File: src/rtl/nhe_pkg.sv
package nhe_pkg;
    localparam int NHE_OFS_W       = 9;
    localparam int NHE_CHUNK_BYTES = 1 << NHE_OFS_W;
    localparam int NHE_BIT_W       = 3;
    localparam int NHE_CODE_W      = 2 * (NHE_OFS_W + NHE_BIT_W);
    localparam int NHE_CODE_BYTES  = NHE_CODE_W / 8;
    localparam int NHE_DIG_BYTES   = 6;

    typedef enum logic [2:0] {
        ST_IDLE,
        ST_LOAD,
        ST_WDIG,
        ST_SPARE,
        ST_RDIG,
        ST_FIN
    } nhe_state_t;

    typedef enum logic [1:0] {
        CK_CLEAN  = 2'd0,
        CK_FIXED  = 2'd1,
        CK_DIGEST = 2'd2,
        CK_FATAL  = 2'd3
    } nhe_kind_t;

    // Mask of the bit lanes whose index has bit k set.
    function automatic logic [7:0] nhe_lane_mask(input int k);
        logic [7:0] m;
        for (int j = 0; j < 8; j++) begin
            m[j] = ((j >> k) & 1) == 1;
        end
        return m;
    endfunction
endpackage

File: src/rtl/nhe_parity_acc.sv
module nhe_parity_acc
    import nhe_pkg::*;
(
    input  logic                  clk,
    input  logic                  rst,
    input  logic                  en,
    input  logic                  last,
    input  logic [7:0]            byte_i,
    input  logic [NHE_OFS_W-1:0]  ofs_i,
    output logic [NHE_CODE_W-1:0] code_o
);
    logic [7:0]           lane_q, lane_n;
    logic [NHE_OFS_W-1:0] line_q, line_n;
    logic                 total;

    always_comb begin
        lane_n = lane_q ^ (en ? byte_i : 8'h00);
        line_n = line_q ^ ((en && (^byte_i)) ? ofs_i : '0);
        total  = ^lane_n;
    end

    assign code_o[NHE_OFS_W-1:0]           = line_n;
    assign code_o[2*NHE_OFS_W-1:NHE_OFS_W] = line_n ^ {NHE_OFS_W{total}};

    for (genvar k = 0; k < NHE_BIT_W; k++) begin : g_lane
        localparam logic [7:0] HI = nhe_lane_mask(k);
        assign code_o[2*NHE_OFS_W+k]           = ^(lane_n & HI);
        assign code_o[2*NHE_OFS_W+NHE_BIT_W+k] = ^(lane_n & ~HI);
    end

    // Cleared at every chunk boundary so offsets stay chunk-relative.
    always_ff @(posedge clk) begin
        if (rst || (en && last)) begin
            lane_q <= '0;
            line_q <= '0;
        end else begin
            lane_q <= lane_n;
            line_q <= line_n;
        end
    end
endmodule

File: src/rtl/nhe_syndrome.sv
module nhe_syndrome
    import nhe_pkg::*;
(
    input  logic [NHE_CODE_W-1:0] stored_i,
    input  logic [NHE_CODE_W-1:0] calc_i,
    output nhe_kind_t             kind_o,
    output logic [NHE_OFS_W-1:0]  fix_ofs_o,
    output logic [NHE_BIT_W-1:0]  fix_bit_o
);
    logic [NHE_CODE_W-1:0] syn;
    logic [NHE_OFS_W-1:0]  ln_hi, ln_lo;
    logic [NHE_BIT_W-1:0]  cl_hi, cl_lo;
    logic                  paired;

    always_comb begin
        syn    = stored_i ^ calc_i;
        ln_hi  = syn[NHE_OFS_W-1:0];
        ln_lo  = syn[2*NHE_OFS_W-1:NHE_OFS_W];
        cl_hi  = syn[2*NHE_OFS_W+NHE_BIT_W-1:2*NHE_OFS_W];
        cl_lo  = syn[NHE_CODE_W-1:2*NHE_OFS_W+NHE_BIT_W];
        paired = (&(ln_hi ^ ln_lo)) && (&(cl_hi ^ cl_lo));
        kind_o    = CK_FATAL;
        fix_ofs_o = '0;
        fix_bit_o = '0;
        if (syn == '0) begin
            kind_o = CK_CLEAN;
        end else if (paired) begin
            kind_o    = CK_FIXED;
            fix_ofs_o = ln_hi;
            fix_bit_o = cl_hi;
        end else if ($countones(syn) == 1) begin
            kind_o = CK_DIGEST;
        end
    end
endmodule

File: src/rtl/nand_hamming_ecc.sv
module nand_hamming_ecc
    import nhe_pkg::*;
#(
    parameter  int NUM_CHUNKS = 2,
    parameter  int SPARE_FREE = 10,
    localparam int CHW        = (NUM_CHUNKS > 1) ? $clog2(NUM_CHUNKS) : 1
) (
    input  logic           clk,
    input  logic           rst,
    input  logic           start,
    input  logic           mode_read,
    input  logic           in_valid,
    input  logic [7:0]     in_data,
    output logic           in_ready,
    output logic           out_valid,
    output logic [7:0]     out_data,
    input  logic           out_ready,
    output logic           stat_valid,
    output logic [CHW-1:0] stat_chunk,
    output logic [1:0]     stat_kind,
    output logic [8:0]     fix_ofs,
    output logic [2:0]     fix_bit,
    output logic           done
);
    localparam int SPW     = (SPARE_FREE > 1) ? $clog2(SPARE_FREE) : 1;
    localparam int SP_LAST = (SPARE_FREE > 0) ? SPARE_FREE - 1 : 0;
    localparam int D_LAST  = NHE_DIG_BYTES - 1;

    nhe_state_t            state, nxt;
    logic                  mode_q;
    logic [NHE_OFS_W-1:0]  ofs_q;
    logic [CHW-1:0]        chunk_q;
    logic [2:0]            dbyte_q;
    logic [SPW-1:0]        spare_q;
    logic [NHE_CODE_W-1:0] code_mem [NUM_CHUNKS];
    logic [NHE_CODE_W-1:0] stored_q, acc_code, cur_code;
    logic                  acc_en, chunk_last, dig_last, spare_last;
    nhe_kind_t             dec_kind, kind_q;
    logic [NHE_OFS_W-1:0]  dec_ofs;
    logic [NHE_BIT_W-1:0]  dec_bit;

    assign acc_en     = (state == ST_LOAD) && in_valid;
    assign chunk_last = chunk_q == CHW'(NUM_CHUNKS - 1);
    assign dig_last   = dbyte_q == 3'(D_LAST);
    assign spare_last = spare_q == SPW'(SP_LAST);
    assign cur_code   = code_mem[chunk_q];

    nhe_parity_acc u_acc (
        .clk    (clk),
        .rst    (rst),
        .en     (acc_en),
        .last   (&ofs_q),
        .byte_i (in_data),
        .ofs_i  (ofs_q),
        .code_o (acc_code)
    );

    nhe_syndrome u_syn (
        .stored_i  (stored_q),
        .calc_i    (cur_code),
        .kind_o    (dec_kind),
        .fix_ofs_o (dec_ofs),
        .fix_bit_o (dec_bit)
    );

    // State register
    always_ff @(posedge clk) begin
        if (rst) state <= ST_IDLE;
        else     state <= nxt;
    end

    // Next state
    always_comb begin
        nxt = state;
        unique case (state)
            ST_IDLE:  if (start) nxt = ST_LOAD;
            ST_LOAD:  if (in_valid && (&ofs_q) && chunk_last)
                          nxt = mode_q ? ST_RDIG : ST_WDIG;
            ST_WDIG:  if (out_ready && dig_last && chunk_last)
                          nxt = (SPARE_FREE > 0) ? ST_SPARE : ST_FIN;
            ST_SPARE: if (in_valid && out_ready && spare_last) nxt = ST_FIN;
            ST_RDIG:  if (in_valid && dig_last && chunk_last) nxt = ST_FIN;
            ST_FIN:   nxt = ST_IDLE;
            default:  nxt = ST_IDLE;
        endcase
    end

    // Outputs
    always_comb begin
        in_ready  = 1'b0;
        out_valid = 1'b0;
        out_data  = 8'hFF;
        done      = 1'b0;
        unique case (state)
            ST_LOAD, ST_RDIG: in_ready = 1'b1;
            ST_WDIG: begin
                out_valid = 1'b1;
                if (dbyte_q < 3'(NHE_CODE_BYTES))
                    out_data = 8'(cur_code >> {dbyte_q, 3'b000});
            end
            ST_SPARE: begin
                in_ready  = out_ready;
                out_valid = in_valid;
                out_data  = in_data;
            end
            ST_FIN:  done = 1'b1;
            default: ;
        endcase
    end

    // Datapath counters and status
    always_ff @(posedge clk) begin
        if (rst) begin
            mode_q     <= 1'b0;
            ofs_q      <= '0;
            chunk_q    <= '0;
            dbyte_q    <= '0;
            spare_q    <= '0;
            stored_q   <= '0;
            stat_valid <= 1'b0;
            stat_chunk <= '0;
            kind_q     <= CK_CLEAN;
            fix_ofs    <= '0;
            fix_bit    <= '0;
        end else begin
            stat_valid <= 1'b0;
            unique case (state)
                ST_IDLE: if (start) begin
                    mode_q  <= mode_read;
                    ofs_q   <= '0;
                    chunk_q <= '0;
                    dbyte_q <= '0;
                    spare_q <= '0;
                end
                ST_LOAD: if (in_valid) begin
                    ofs_q <= ofs_q + 1'b1;
                    if (&ofs_q) chunk_q <= chunk_last ? '0 : chunk_q + 1'b1;
                end
                ST_WDIG: if (out_ready) begin
                    dbyte_q <= dig_last ? '0 : dbyte_q + 1'b1;
                    if (dig_last) chunk_q <= chunk_last ? '0 : chunk_q + 1'b1;
                end
                ST_SPARE: if (in_valid && out_ready) spare_q <= spare_q + 1'b1;
                ST_RDIG: if (in_valid) begin
                    if (dbyte_q < 3'(NHE_CODE_BYTES))
                        stored_q[{dbyte_q[1:0], 3'b000} +: 8] <= in_data;
                    dbyte_q <= dig_last ? '0 : dbyte_q + 1'b1;
                    if (dig_last) begin
                        chunk_q    <= chunk_last ? '0 : chunk_q + 1'b1;
                        stat_valid <= 1'b1;
                        stat_chunk <= chunk_q;
                        kind_q     <= dec_kind;
                        fix_ofs    <= dec_ofs;
                        fix_bit    <= dec_bit;
                    end
                end
                default: ;
            endcase
        end
    end

    always_ff @(posedge clk) begin
        if (acc_en && (&ofs_q)) code_mem[chunk_q] <= acc_code;
    end

    assign stat_kind = kind_q;

    a_r1_quiet_after_reset: assert property (@(posedge clk) disable iff (rst)
        $past(rst) |-> (!stat_valid && !done && !out_valid && !in_ready));

    a_r5_digest_hold: assert property (@(posedge clk) disable iff (rst)
        (state == ST_WDIG && !out_ready) |=> (out_valid && $stable(out_data)));

    a_r8_no_location: assert property (@(posedge clk) disable iff (rst)
        (stat_valid && stat_kind != 2'd1) |-> (fix_ofs == '0 && fix_bit == '0));

    a_r11_status_timing: assert property (@(posedge clk) disable iff (rst)
        stat_valid |-> $past(state == ST_RDIG && in_valid && dbyte_q == 3'(D_LAST)));

    a_r11_done_single: assert property (@(posedge clk) disable iff (rst)
        done |=> !done);

    a_r12_idle_closed: assert property (@(posedge clk) disable iff (rst)
        (state == ST_IDLE) |-> (!in_ready && !out_valid));
endmodule

File: config.mk
export PLATFORM = sky130hd
export DESIGN_NAME = nand_hamming_ecc
export DESIGN_NICKNAME = d
export VERILOG_FILES = /design/src/rtl/nhe_pkg.sv /design/src/rtl/nhe_parity_acc.sv /design/src/rtl/nhe_syndrome.sv /design/src/rtl/nand_hamming_ecc.sv
export SDC_FILE = /design/constraint.sdc
export NUM_CORES = 1
export LEC_CHECK = 0
export BUFFER_PORTS_ARGS = -buffer_cell sky130_fd_sc_hd__buf_2
export CORE_MARGIN = 3
export CORE_UTILIZATION = 65
export CTS_BUF_LIST = sky130_fd_sc_hd__clkbuf_8
export DETAILED_ROUTE_END_ITERATION = 16
export GPL_ROUTABILITY_DRIVEN = 0
export PLACE_DENSITY = 0.87
export SYNTH_ARGS = -nofsm -noshare
export SYNTH_HDL_FRONTEND = slang
export SYNTH_HIERARCHICAL = 1
export SYNTH_SLANG_ARGS = --single-unit
File: constraint.sdc
create_clock -name clk -period 10.78 [get_ports clk]
set_input_delay 0.539 -clock clk [delete_from_list [all_inputs] [get_ports clk]]
set_output_delay 0.539 -clock clk [all_outputs]
set_load 0.01 [all_outputs]
==> flow_metrics.env, run 1 <==
export IMPL_place_area_um2=7660
export IMPL_first_global_vias=5586
export IMPL_cp_max_fo=24
export IMPL_rsz0062_at_grt="false"
export IMPL_worst_setup_path_end_kind="flop"
export IMPL_busiest_layer_in_global_routing="met2"
export IMPL_fill_cells=746
export IMPL_drt_drc_violations_left=0
export IMPL_count_of_nets_left_with_antenna_violations_after_detail_routing=0
export IMPL_layout_nets=850
export IMPL_leakage_nw=3.16
export IMPL_worst_r2r_cell_count=20
export IMPL_clk_root_buffer_cell="sky130_fd_sc_hd__clkbuf_8"
export IMPL_syn_nets=825
export IMPL_timing_final_crit_share_pct=60.8
export IMPL_global_route_wire_length_before_repair_um=27700
export IMPL_tritoncts="done"
export IMPL_drt_wirelength_per_cell_um=18.2
export IMPL_pin_count=41
export IMPL_ys_ff_latch=127
export IMPL_timing_rr_end="stat_kind[0]$_SDFFE_PP0P_"
export IMPL_synthArstFlopShare_pct=0
export IMPL_finalWorstPathRequiredPeriod_ns=6.55
export IMPL_required_ns=11.07
export IMPL_cts_buffers_inserted=17
export IMPL_io_buffers=40
export IMPL_design_core_area_um2=11000
export IMPL_cap_violations=0
export IMPL_result_of_the_run="complete, no violations"
export IMPL_routed_via_count=5577
export IMPL_setup_violations=0
export IMPL_pre_antenna_drt_iters=7
export IMPL_antenna_cells_inserted=0
export IMPL_multiInputGateArea_um2=4020
export IMPL_holdBufCountCts=0
export IMPL_track_usage_pct=27.8
export IMPL_number_of_design_rule_violations_left_by_the_first_detailed_router_iteration=582
export IMPL_residual_overflow_from_global_routing=0
export IMPL_chipHeight_um=113
export IMPL_die_width_um=113
export IMPL_cts_resized=0
export IMPL_h_tree_lvls=4
export IMPL_largest_net_degree_at_the_start_of_global_routing=58
export IMPL_fp_dieArea_um2=12800
export IMPL_max_root_sink_buffers=2
export IMPL_finalMaxSlewViolations=0
export IMPL_grtUsageMet2_pct=45.7
export IMPL_std_cell_rows=38
export IMPL_grt_antenna_before_repair=0
export IMPL_max_slew_margin_pct=29.8
export IMPL_setup_worst_path_start_class="flop"
export IMPL_post_synth_instance_area_um2=7450
export IMPL_synth_sequential_area_ratio_pct=40.6
export IMPL_worst_clock_skew_ns=0.0125
export IMPL_minimum_setup_slack_among_reg_to_reg_paths_ns=4.23
export IMPL_worstSetupEndpoint="stat_kind[0]$_SDFFE_PP0P_"
export IMPL_clock_sink_count=127
export IMPL_postSynthCellCount=760
export IMPL_insertion_delay_ns=0.45
export IMPL_gr_usage_met3_pct=6.20
export IMPL_synth_warnings=6
export IMPL_fin_tns_setup_ns=0
export IMPL_final_cell_area_um2=8100
export IMPL_worst_ep_arrival_time_ns=6.84
export IMPL_critical_path_class="reg2reg"
export IMPL_synthDistinctLibCells=63
export IMPL_drt_vias_per_instance=5.95
export IMPL_half_perimeter_wire_length_after_detailed_placement_um=12600
export IMPL_setup_buffers_after_cts=0
export IMPL_number_of_hold_violations_in_the_final_report=0
export IMPL_register_area_um2=3020
export IMPL_synth_main_ff_cell="sky130_fd_sc_hd__dfxtp_1"
export IMPL_postRouteWirelength_um=17100
export IMPL_max_vdd_ir_drop_mv=0.215
export IMPL_final_layout_size_suffix_gt1_share_pct=17.5
export IMPL_hold_startpoint="mode_read"
export IMPL_number_of_enable_type_register_cells_in_the_synthesized_netlist=48
export IMPL_clk_transition_reported_paths_ns=0.08
export IMPL_syn2layout_area_growth_pct=8.79
export IMPL_hp_class="in2reg"
export IMPL_worst_pin_slew_ns=1.05
export IMPL_max_freq_mhz=153
export IMPL_groute_layer_met1_usage_pct=33.9
export IMPL_cellPowerDensity_nw_per_um2=203
export IMPL_floorplan_initialDensity_pct=67.5
export IMPL_mean_syn_cell_area_um2=9.80
[area by class of cell]
cell class / instances / share of cell area [%]
multi-input cells: 538 / 49.6
flip-flops and latches: 127 / 37.3
clock buffers: 20 / 3.40
repair buffers: 43 / 2.75
inverters: 58 / 2.69
well taps: 140 / 2.16
clock inverters: 12 / 2.05
[cell usage after synthesis (4+ instances only)]
library cell	count	area share, %
sky130_fd_sc_hd__nor2_2	10	0.84
sky130_fd_sc_hd__fa_1	16	4.3
sky130_fd_sc_hd__dfxtp_1	79	21
sky130_fd_sc_hd__nand3_1	35	2.4
sky130_fd_sc_hd__nor3b_1	5	0.50
sky130_fd_sc_hd__clkbuf_2	4	0.27
sky130_fd_sc_hd__o32a_1	8	1.1
sky130_fd_sc_hd__mux2i_1	7	0.94
sky130_fd_sc_hd__nand4_1	7	0.59
sky130_fd_sc_hd__a21oi_1	47	3.2
sky130_fd_sc_hd__edfxtp_1	48	19
sky130_fd_sc_hd__ha_1	35	5.9
sky130_fd_sc_hd__clkbuf_1	19	0.96
sky130_fd_sc_hd__buf_6	5	0.76
sky130_fd_sc_hd__xnor2_2	16	3.5
sky130_fd_sc_hd__nor4_1	6	0.50
sky130_fd_sc_hd__nor2b_1	4	0.34
sky130_fd_sc_hd__nand2_1	86	4.3
sky130_fd_sc_hd__nor2_1	67	3.4
sky130_fd_sc_hd__buf_2	8	0.54
sky130_fd_sc_hd__mux2_2	25	3.8
sky130_fd_sc_hd__xnor2_1	66	7.8
sky130_fd_sc_hd__xor2_1	19	2.2
sky130_fd_sc_hd__o21ai_0	5	0.34
sky130_fd_sc_hd__nor3_1	15	1.0
sky130_fd_sc_hd__and3_1	12	1.0
sky130_fd_sc_hd__inv_1	57	2.9
[worst max-delay path, stage by stage, from the launching register on]
cell	delay, ns
sky130_fd_sc_hd__dfxtp_1	1.01
sky130_fd_sc_hd__mux2_2	0.44
sky130_fd_sc_hd__xnor2_1	0.28
sky130_fd_sc_hd__inv_1	0.11
sky130_fd_sc_hd__fa_1	0.48
sky130_fd_sc_hd__fa_1	0.49
sky130_fd_sc_hd__inv_1	0.05
sky130_fd_sc_hd__fa_1	0.50
sky130_fd_sc_hd__inv_1	0.04
sky130_fd_sc_hd__ha_1	0.20
sky130_fd_sc_hd__fa_1	0.55
sky130_fd_sc_hd__inv_1	0.08
sky130_fd_sc_hd__fa_1	0.54
sky130_fd_sc_hd__inv_1	0.06
sky130_fd_sc_hd__fa_1	0.49
sky130_fd_sc_hd__fa_1	0.55
sky130_fd_sc_hd__nand3_1	0.07
sky130_fd_sc_hd__nor3_1	0.16
sky130_fd_sc_hd__a31oi_1	0.12
sky130_fd_sc_hd__nand2_1	0.10
sky130_fd_sc_hd__a21oi_1	0.07
[per-layer routing]
metal / vias up / share of wire, %
met3: 66 / 7.5
met2: 278 / 50
li1: 2600 / -
met4: 0 / 4.9
met5: - / 0
met1: 2633 / 38
[worst min path at each step]
stage                                     end  slack (ns)  depth (start not counted)
floorplan           stored_q[10]$_SDFFE_PP0P_        0.45                          2
global placement    stat_kind[1]$_SDFFE_PP0P_        0.44                          2
finish                    mode_q$_SDFFE_PP0P_        0.35                          3
global route              mode_q$_SDFFE_PP0P_        0.37                          3
CTS                       mode_q$_SDFFE_PP0P_        0.34                          3
detailed placement    fix_bit[1]$_SDFFE_PP0P_        0.45                          2
[report_power, final]
part	switching [mW]	internal, mW
clock	0.181	0.268
sequential	0.0425	0.553
combinational	0.339	0.262
total	0.562	1.08
[sequential cells by signal, summed over array words and instances, names as in the netlist, 2 cells and up, named ones only]
signal and flops:
code_mem 48, dbyte_q 3, fix_bit 3, fix_ofs 9, ofs_q 9, spare_q 4
stat_kind 2, state 3, stored_q 24, u_acc/lane_q 8, u_acc/line_q 9
[through the flow]
stage	setup WS, ns	hold WS (ns)	power [mW]	utilization, %	instances
finish	4.23	0.351	1.65	73.4	938
global route	3.84	0.367	1.74	73.4	938
CTS	4.18	0.335	1.65	73.4	938
detailed placement	4.18	0.450	1.20	69.4	906
global placement	4.48	0.440	1.15	69.4	906
floorplan	4.94	0.445	1.07	-	760
[cells in the final DEF, fill, tap and decap left out, drive strengths merged, types with 2 or more instances in the layout]
| cell | synthesis | final |
|---|---|---|
| dfxtp | 79 | 79 |
| clkbuf | 23 | 20 |
| a211oi | 2 | 2 |
| mux2 | 25 | 25 |
| a21o | 2 | 2 |
| a21oi | 47 | 47 |
| nand2 | 86 | 86 |
| or3 | 3 | 3 |
| a31oi | 2 | 2 |
| nand4 | 7 | 7 |
| o21ai | 5 | 5 |
| xnor2 | 82 | 82 |
| nand2b | 3 | 3 |
| buf | 14 | 43 |
| inv | 58 | 62 |
| nor2b | 4 | 4 |
| edfxtp | 48 | 48 |
| and3 | 12 | 12 |
| nand3b | 2 | 2 |
| a22oi | 2 | 2 |
| clkinv | 0 | 3 |
| or2 | 4 | 4 |
| nor3b | 6 | 6 |
| mux2i | 7 | 7 |
| o32a | 8 | 8 |
| a2bb2oi | 2 | 2 |
| fa | 16 | 16 |
| nor4 | 9 | 9 |
| nor2 | 77 | 77 |
| nor3 | 15 | 15 |
| nor4b | 2 | 2 |
| nand3 | 35 | 35 |
| xor2 | 20 | 20 |
| ha | 35 | 35 |
| bufinv | 0 | 4 |
[logic make-up (layout without fill, tap and decap cells)]
kind of cell | after synthesis | in the layout | share of synthesized area (%)
multiplexers | 32 | 32 | 4.72
adder cells (fa/ha/maj) | 51 | 51 | 10.2
flip-flops | 127 | 127 | 40.6
XOR/XNOR | 102 | 102 | 13.7
buffers and inverters | 95 | 133 | 5.55
AND/OR/NAND/NOR | 274 | 274 | 18.5
AO/OA/AOI/OAI | 79 | 79 | 6.70
Note: power is estimated with default switching activity, not from simulation.
==> run 2: changes to the inputs <==
--- a/config.mk
+++ b/config.mk
@@ -7,11 +7,11 @@
 export LEC_CHECK = 0
 export BUFFER_PORTS_ARGS = -buffer_cell sky130_fd_sc_hd__buf_2
 export CORE_MARGIN = 3
-export CORE_UTILIZATION = 65
+export CORE_UTILIZATION = 64
 export CTS_BUF_LIST = sky130_fd_sc_hd__clkbuf_8
 export DETAILED_ROUTE_END_ITERATION = 16
 export GPL_ROUTABILITY_DRIVEN = 0
-export PLACE_DENSITY = 0.87
+export PLACE_DENSITY = 0.86
 export SYNTH_ARGS = -nofsm -noshare
 export SYNTH_HDL_FRONTEND = slang
 export SYNTH_HIERARCHICAL = 1
==> constraint.sdc (replaced) <==
create_clock -name clk -period 6.1 [get_ports clk]
set_input_delay 0.305 -clock clk [delete_from_list [all_inputs] [get_ports clk]]
set_output_delay 0.305 -clock clk [all_outputs]
set_load 0.01 [all_outputs]
==> run 2 against run 1 <==
  * Die area up 1.5%
  * First-iteration DRC count shrank 5.5%
  * Critical path depth is the same
  * Total power increased by 69%
  * Critical path type unchanged
==> flow_metrics.env, run 2 (synthesis gave the netlist of run 1 again) <==
export IMPL_setup_violations=0
export IMPL_clk_root_buffer_cell="sky130_fd_sc_hd__clkbuf_8"
export IMPL_chipHeight_um=114
export IMPL_worst_ep_arrival_time_ns=6.08
export IMPL_cap_violations=0
export IMPL_required_ns=6.38
export IMPL_hp_class="in2reg"
export IMPL_h_tree_lvls=4
export IMPL_insertion_delay_ns=0.44
export IMPL_max_root_sink_buffers=2
export IMPL_number_of_hold_violations_in_the_final_report=0
export IMPL_drt_vias_per_instance=5.87
export IMPL_max_slew_margin_pct=33.2
export IMPL_worst_r2r_cell_count=20
export IMPL_worst_hold_path_endpoint="mode_q$_SDFFE_PP0P_"
export IMPL_worst_clock_skew_ns=0.00750
export IMPL_pre_antenna_drt_iters=6
export IMPL_largest_net_degree_at_the_start_of_global_routing=58
export IMPL_count_of_nets_left_with_antenna_violations_after_detail_routing=0
export IMPL_finalMaxSlewViolations=0
export IMPL_setup_worst_path_start_class="flop"
export IMPL_rsz0062_at_grt="false"
export IMPL_syn2layout_area_growth_pct=8.13
export IMPL_timing_final_crit_share_pct=95.0
export IMPL_max_vdd_ir_drop_mv=0.321
export IMPL_layout_commonest_cell="sky130_fd_sc_hd__nand2_1"
export IMPL_finalNonFillerCells=941
export IMPL_regMostFlops="code_mem"
export IMPL_drt_wirelength_per_cell_um=17.6
export IMPL_largest_register_ffs=48
export IMPL_worst_pin_slew_ns=1.00
export IMPL_critical_path_class="reg2reg"
export IMPL_global_route_wire_length_before_repair_um=26800
export IMPL_clock_sink_count=127
export IMPL_grt_antenna_before_repair=0
export IMPL_layout_nets=853
export IMPL_fin_tns_setup_ns=0
export IMPL_track_usage_pct=26.6
export IMPL_cp_max_fo=5
export IMPL_setup_buffers_after_cts=0
export IMPL_report_power_total_mw=2.78
export IMPL_placed_cells_incl_taps=909
export IMPL_cts_buffers_inserted=17
export IMPL_minimum_setup_slack_among_reg_to_reg_paths_ns=0.31
export IMPL_routed_via_count=5521
export IMPL_design_core_area_um2=11100
export IMPL_die_width_um=114
export IMPL_clk_transition_reported_paths_ns=0.07
export IMPL_largest_registers="code_mem: 48 flops, stored_q: 24 flops"
export IMPL_final_cell_mix="86 x sky130_fd_sc_hd__nand2_1, 78 x sky130_fd_sc_hd__dfxtp_1, 67 x sky130_fd_sc_hd__nor2_1"
export IMPL_timing_rr_end="stat_kind[0]$_SDFFE_PP0P_"
export IMPL_drt_drc_violations_left=0
export IMPL_pin_count=41
export IMPL_io_buffers=40
export IMPL_leakage_nw=3.13
export IMPL_antenna_cells_inserted=0
export IMPL_final_layout_size_suffix_gt1_share_pct=17.9
export IMPL_hold_path_cell_count=3
export IMPL_first_global_vias=5506
export IMPL_result_of_the_run="complete, no violations"
export IMPL_hold_startpoint="mode_read"
export IMPL_worst_setup_path_end_kind="flop"
export IMPL_residual_overflow_from_global_routing=0
export IMPL_max_freq_mhz=173
export IMPL_floorplan_initialDensity_pct=66.9
export IMPL_fp_dieArea_um2=13000
export IMPL_postRouteWirelength_um=16500
export IMPL_half_perimeter_wire_length_after_detailed_placement_um=12500
export IMPL_cellPowerDensity_nw_per_um2=345
export IMPL_number_of_design_rule_violations_left_by_the_first_detailed_router_iteration=550
export IMPL_finalWorstPathRequiredPeriod_ns=5.79
export IMPL_std_cell_rows=38
export IMPL_tritoncts="done"
==> run 2: cell types whose count changed in the layout (fill, tap and decap cells not counted), sizes merged <==
cell / previous run / this run
clkinvlp: 1 / 0
inv: 62 / 64
clkbuf: 20 / 18
clkinv: 3 / 7
buf: 43 / 46
bufinv: 4 / 1
==> run 2: timing repair <==
action                                  in CTS  in global routing
hold buffers                                 0                  0
gates resized for setup                      0                  3
endpoints found under the hold margin        0                  0
endpoints found under the setup margin       0                  1
==> run 2: critical path, stage by stage (launching register included) <==
cell and delay, ns:
sky130_fd_sc_hd__dfxtp_2 0.38, sky130_fd_sc_hd__mux2_2 0.38, sky130_fd_sc_hd__xnor2_2 0.22, sky130_fd_sc_hd__inv_1 0.09, sky130_fd_sc_hd__fa_1 0.53, sky130_fd_sc_hd__fa_1 0.51
sky130_fd_sc_hd__inv_1 0.05, sky130_fd_sc_hd__fa_1 0.50, sky130_fd_sc_hd__inv_1 0.04, sky130_fd_sc_hd__ha_1 0.20, sky130_fd_sc_hd__fa_1 0.54, sky130_fd_sc_hd__inv_1 0.08
sky130_fd_sc_hd__fa_1 0.53, sky130_fd_sc_hd__inv_1 0.05, sky130_fd_sc_hd__fa_1 0.49, sky130_fd_sc_hd__fa_1 0.56, sky130_fd_sc_hd__nand3_1 0.06, sky130_fd_sc_hd__nor3_1 0.13
sky130_fd_sc_hd__a31oi_1 0.12, sky130_fd_sc_hd__nand2_1 0.11, sky130_fd_sc_hd__a21oi_1 0.07
==> run 2: metrics by stage <==
step / util [%] / worst slack, ns / area, um2 / hold WS (ns)
after floorplan: - / 0.263 / 7450 / 0.445
after global placement: 69.0 / 0.419 / 7680 / 0.438
after detailed placement: 69.0 / 0.164 / 7680 / 0.443
after CTS: 72.2 / 0.148 / 8030 / 0.0932
after global routing: 72.4 / 0.0184 / 8050 / 0.132
final: 72.4 / 0.306 / 8050 / 0.107
==> run 2: how the worst max path moves through the flow <==
stage / end
floorplan: stat_kind[0]$_SDFFE_PP0P_
global placement: stat_kind[0]$_SDFFE_PP0P_
detailed placement: stat_kind[0]$_SDFFE_PP0P_
CTS: stat_kind[0]$_SDFFE_PP0P_
global route: stat_kind[0]$_SDFFE_PP0P_
finish: stat_kind[0]$_SDFFE_PP0P_
==> run 2: report_power, final <==
| group | leakage (nW) | switching [mW] | internal [mW] |
|---|---|---|---|
| Combinational | 1.85 | 0.623 | 0.472 |
| Clock | 0.202 | 0.323 | 0.325 |
| Sequential | 1.08 | 0.0610 | 0.977 |
| Total | 3.13 | 1.01 | 1.77 |
==> run 2: area by class of cell <==
cell class | count | area (um2)
clock buffers | 18 | 248
clock inverters | 14 | 103
fillers | 778 | 3070
inverters | 58 | 218
multi-input cells | 538 | 4040
flip-flops and latches | 127 | 3020
well taps | 140 | 175
repair buffers | 46 | 245
==> run 2: layer usage <==
| metal | wire (um) | part of all wire, % | track usage (%) | vias up |
|---|---|---|---|---|
| met1 | 6580 | 40 | 31.6 | 2615 |
| met2 | 8150 | 49 | 45.0 | 251 |
| met4 | 619 | 3.7 | 12.7 | 0 |
| met5 | 0 | 0 | 0 | - |
| li1 | - | - | - | 2601 |
| met3 | 1180 | 7.1 | 6.79 | 54 |
==> run 3: changes to the inputs <==
--- a/config.mk
+++ b/config.mk
@@ -12,6 +12,7 @@
 export DETAILED_ROUTE_END_ITERATION = 16
 export GPL_ROUTABILITY_DRIVEN = 0
 export PLACE_DENSITY = 0.86
+export REMOVE_ABC_BUFFERS = 1
 export SYNTH_ARGS = -nofsm -noshare
 export SYNTH_HDL_FRONTEND = slang
 export SYNTH_HIERARCHICAL = 1
==> run 3 against run 2 <==
  * Clock power up 17%
  * Critical endpoint unchanged
  * Highest routed layer unchanged
  * Largest power group unchanged
  * Non-clock buffer count up 2
  * Maximum frequency up 0.32%
  * Critical path type unchanged
  * Flip-flop and latch count unchanged
==> flow_metrics.env, run 3 (synthesis gave the netlist of run 1 again) <==
export IMPL_critical_path_class="reg2reg"
export IMPL_die_width_um=114
export IMPL_number_of_design_rule_violations_left_by_the_first_detailed_router_iteration=548
export IMPL_fin_tns_setup_ns=0
export IMPL_worst_clock_skew_ns=0.0165
export IMPL_grt_antenna_before_repair=0
export IMPL_insertion_delay_ns=0.45
export IMPL_max_vdd_ir_drop_mv=0.434
export IMPL_drt_vias_per_instance=5.91
export IMPL_report_power_total_mw=2.90
export IMPL_fp_dieArea_um2=13000
export IMPL_chipHeight_um=114
export IMPL_first_global_vias=5568
export IMPL_final_cell_mix="86 x sky130_fd_sc_hd__nand2_1, 78 x sky130_fd_sc_hd__dfxtp_1, 67 x sky130_fd_sc_hd__nor2_1"
export IMPL_fill_cells=759
export IMPL_cts_buffers_inserted=17
export IMPL_worst_ep_arrival_time_ns=6.08
export IMPL_hp_class="in2reg"
export IMPL_setup_worst_path_start_class="flop"
export IMPL_regMostFlops="code_mem"
export IMPL_cp_max_fo=7
export IMPL_timing_final_crit_share_pct=94.7
export IMPL_layout_commonest_cell="sky130_fd_sc_hd__nand2_1"
export IMPL_max_freq_mhz=173
export IMPL_clk_transition_reported_paths_ns=0.07
export IMPL_max_root_sink_buffers=2
export IMPL_max_slew_margin_pct=38.3
export IMPL_hold_slack_ns=0.0976
export IMPL_clk_root_buffer_cell="sky130_fd_sc_hd__clkbuf_8"
export IMPL_result_of_the_run="complete, no violations"
export IMPL_tritoncts="done"
export IMPL_syn2layout_area_growth_pct=8.91
export IMPL_largest_registers="code_mem: 48 flops, stored_q: 24 flops"
export IMPL_required_ns=6.40
export IMPL_cellPowerDensity_nw_per_um2=357
export IMPL_rsz0062_at_grt="false"
export IMPL_routed_via_count=5575
export IMPL_drt_drc_violations_left=0
export IMPL_preCtsSetupSlack_ns=0.180
export IMPL_track_usage_pct=27.8
export IMPL_antenna_cells_inserted=0
export IMPL_worst_setup_path_end_kind="flop"
export IMPL_std_cell_rows=38
export IMPL_leakage_nw=3.15
export IMPL_finalWorstPathRequiredPeriod_ns=5.78
export IMPL_half_perimeter_wire_length_after_detailed_placement_um=12400
export IMPL_residual_overflow_from_global_routing=0
export IMPL_worst_pin_slew_ns=0.924
export IMPL_final_layout_size_suffix_gt1_share_pct=18.1
export IMPL_number_of_hold_violations_in_the_final_report=0
export IMPL_hold_startpoint="mode_read"
export IMPL_io_buffers=40
export IMPL_design_core_area_um2=11100
export IMPL_h_tree_lvls=4
export IMPL_postRouteWirelength_um=17200
export IMPL_drt_wirelength_per_cell_um=18.3
export IMPL_largest_register_ffs=48
export IMPL_pin_count=41
export IMPL_clock_sink_count=127
export IMPL_holdBufCountCts=0
export IMPL_setup_violations=0
export IMPL_count_of_nets_left_with_antenna_violations_after_detail_routing=0
export IMPL_finalMaxSlewViolations=0
export IMPL_final_setup_worst_slack_ns=0.324
export IMPL_layout_nets=855
export IMPL_pre_antenna_drt_iters=6
export IMPL_floorplan_initialDensity_pct=66.9
export IMPL_largest_net_degree_at_the_start_of_global_routing=58
export IMPL_cap_violations=0
export IMPL_global_route_wire_length_before_repair_um=28000
run 3: cell types whose count changed in the layout (fill, tap and decap cells not counted), sizes merged:
| cell | delta |
|---|---|
| bufinv | +2 |
| inv | -2 |
| buf | +2 |
run 3: layout make-up:
cell class	instances	area, um2	share of cell area (%)
Timing Repair Buffer	48	260	3.21
Inverter	58	218	2.68
Clock buffer	18	248	3.06
Multi-Input combinational cell	538	4020	49.6
Sequential cell	127	3020	37.3
Clock inverter	14	164	2.02
Tap cell	140	175	2.16
run 3: power by group:
part | internal, mW | switching, mW
Clock | 0.415 | 0.342
Combinational | 0.470 | 0.630
Sequential | 0.977 | 0.0652
Total | 1.86 | 1.04
run 3: layer usage:
metal	part of all wire, %	wire length, um	vias up	GRT usage (%)
met5	0	0	-	0
met4	3.8	657	0	13.1
met3	7.3	1250	56	5.73
met2	50	8620	260	47.4
met1	39	6690	2640	33.9
li1	-	-	2619	-
run 3: critical path, cell delays in order, from the launching register on:
cell and delay (ns):
sky130_fd_sc_hd__dfxtp_2 0.41, sky130_fd_sc_hd__mux2_2 0.39, sky130_fd_sc_hd__xnor2_2 0.23, sky130_fd_sc_hd__inv_1 0.10, sky130_fd_sc_hd__fa_1 0.49, sky130_fd_sc_hd__fa_1 0.50
sky130_fd_sc_hd__inv_1 0.05, sky130_fd_sc_hd__fa_1 0.49, sky130_fd_sc_hd__inv_1 0.04, sky130_fd_sc_hd__ha_1 0.21, sky130_fd_sc_hd__fa_1 0.56, sky130_fd_sc_hd__inv_1 0.08
sky130_fd_sc_hd__fa_1 0.53, sky130_fd_sc_hd__inv_1 0.05, sky130_fd_sc_hd__fa_1 0.49, sky130_fd_sc_hd__fa_1 0.55, sky130_fd_sc_hd__nand3_1 0.07, sky130_fd_sc_hd__nor3_1 0.14
sky130_fd_sc_hd__a31oi_1 0.11, sky130_fd_sc_hd__nand2_1 0.09, sky130_fd_sc_hd__a21oi_1 0.06
run 3: repair_timing:
action	CTS	global route
endpoints found under the setup margin	0	1
gates resized for setup	0	1
buffers inserted	0	0
run 3: per-stage QoR:
step | area [um2] | std cells | util, %
after detailed placement | 7700 | 911 | 69.2
after CTS | 8110 | 943 | 72.9
after global routing | 8110 | 943 | 72.9
after floorplan | 7250 | 723 | -
final | 8110 | 943 | 72.9
after global placement | 7700 | 911 | 69.2
run 3: final timing paths:
| check | to | slack [ns] | cells past startpoint |
|---|---|---|---|
| worst max-delay path | stat_kind[0]$_SDFFE_PP0P_ | 0.32 | 20 |
| worst min-delay path | mode_q$_SDFFE_PP0P_ | 0.1 | 3 |
| worst max register to register | stat_kind[0]$_SDFFE_PP0P_ | 0.32 | 20 |
| worst min register to register | fix_bit[0]$_SDFFE_PP0P_ | 0.45 | 2 |
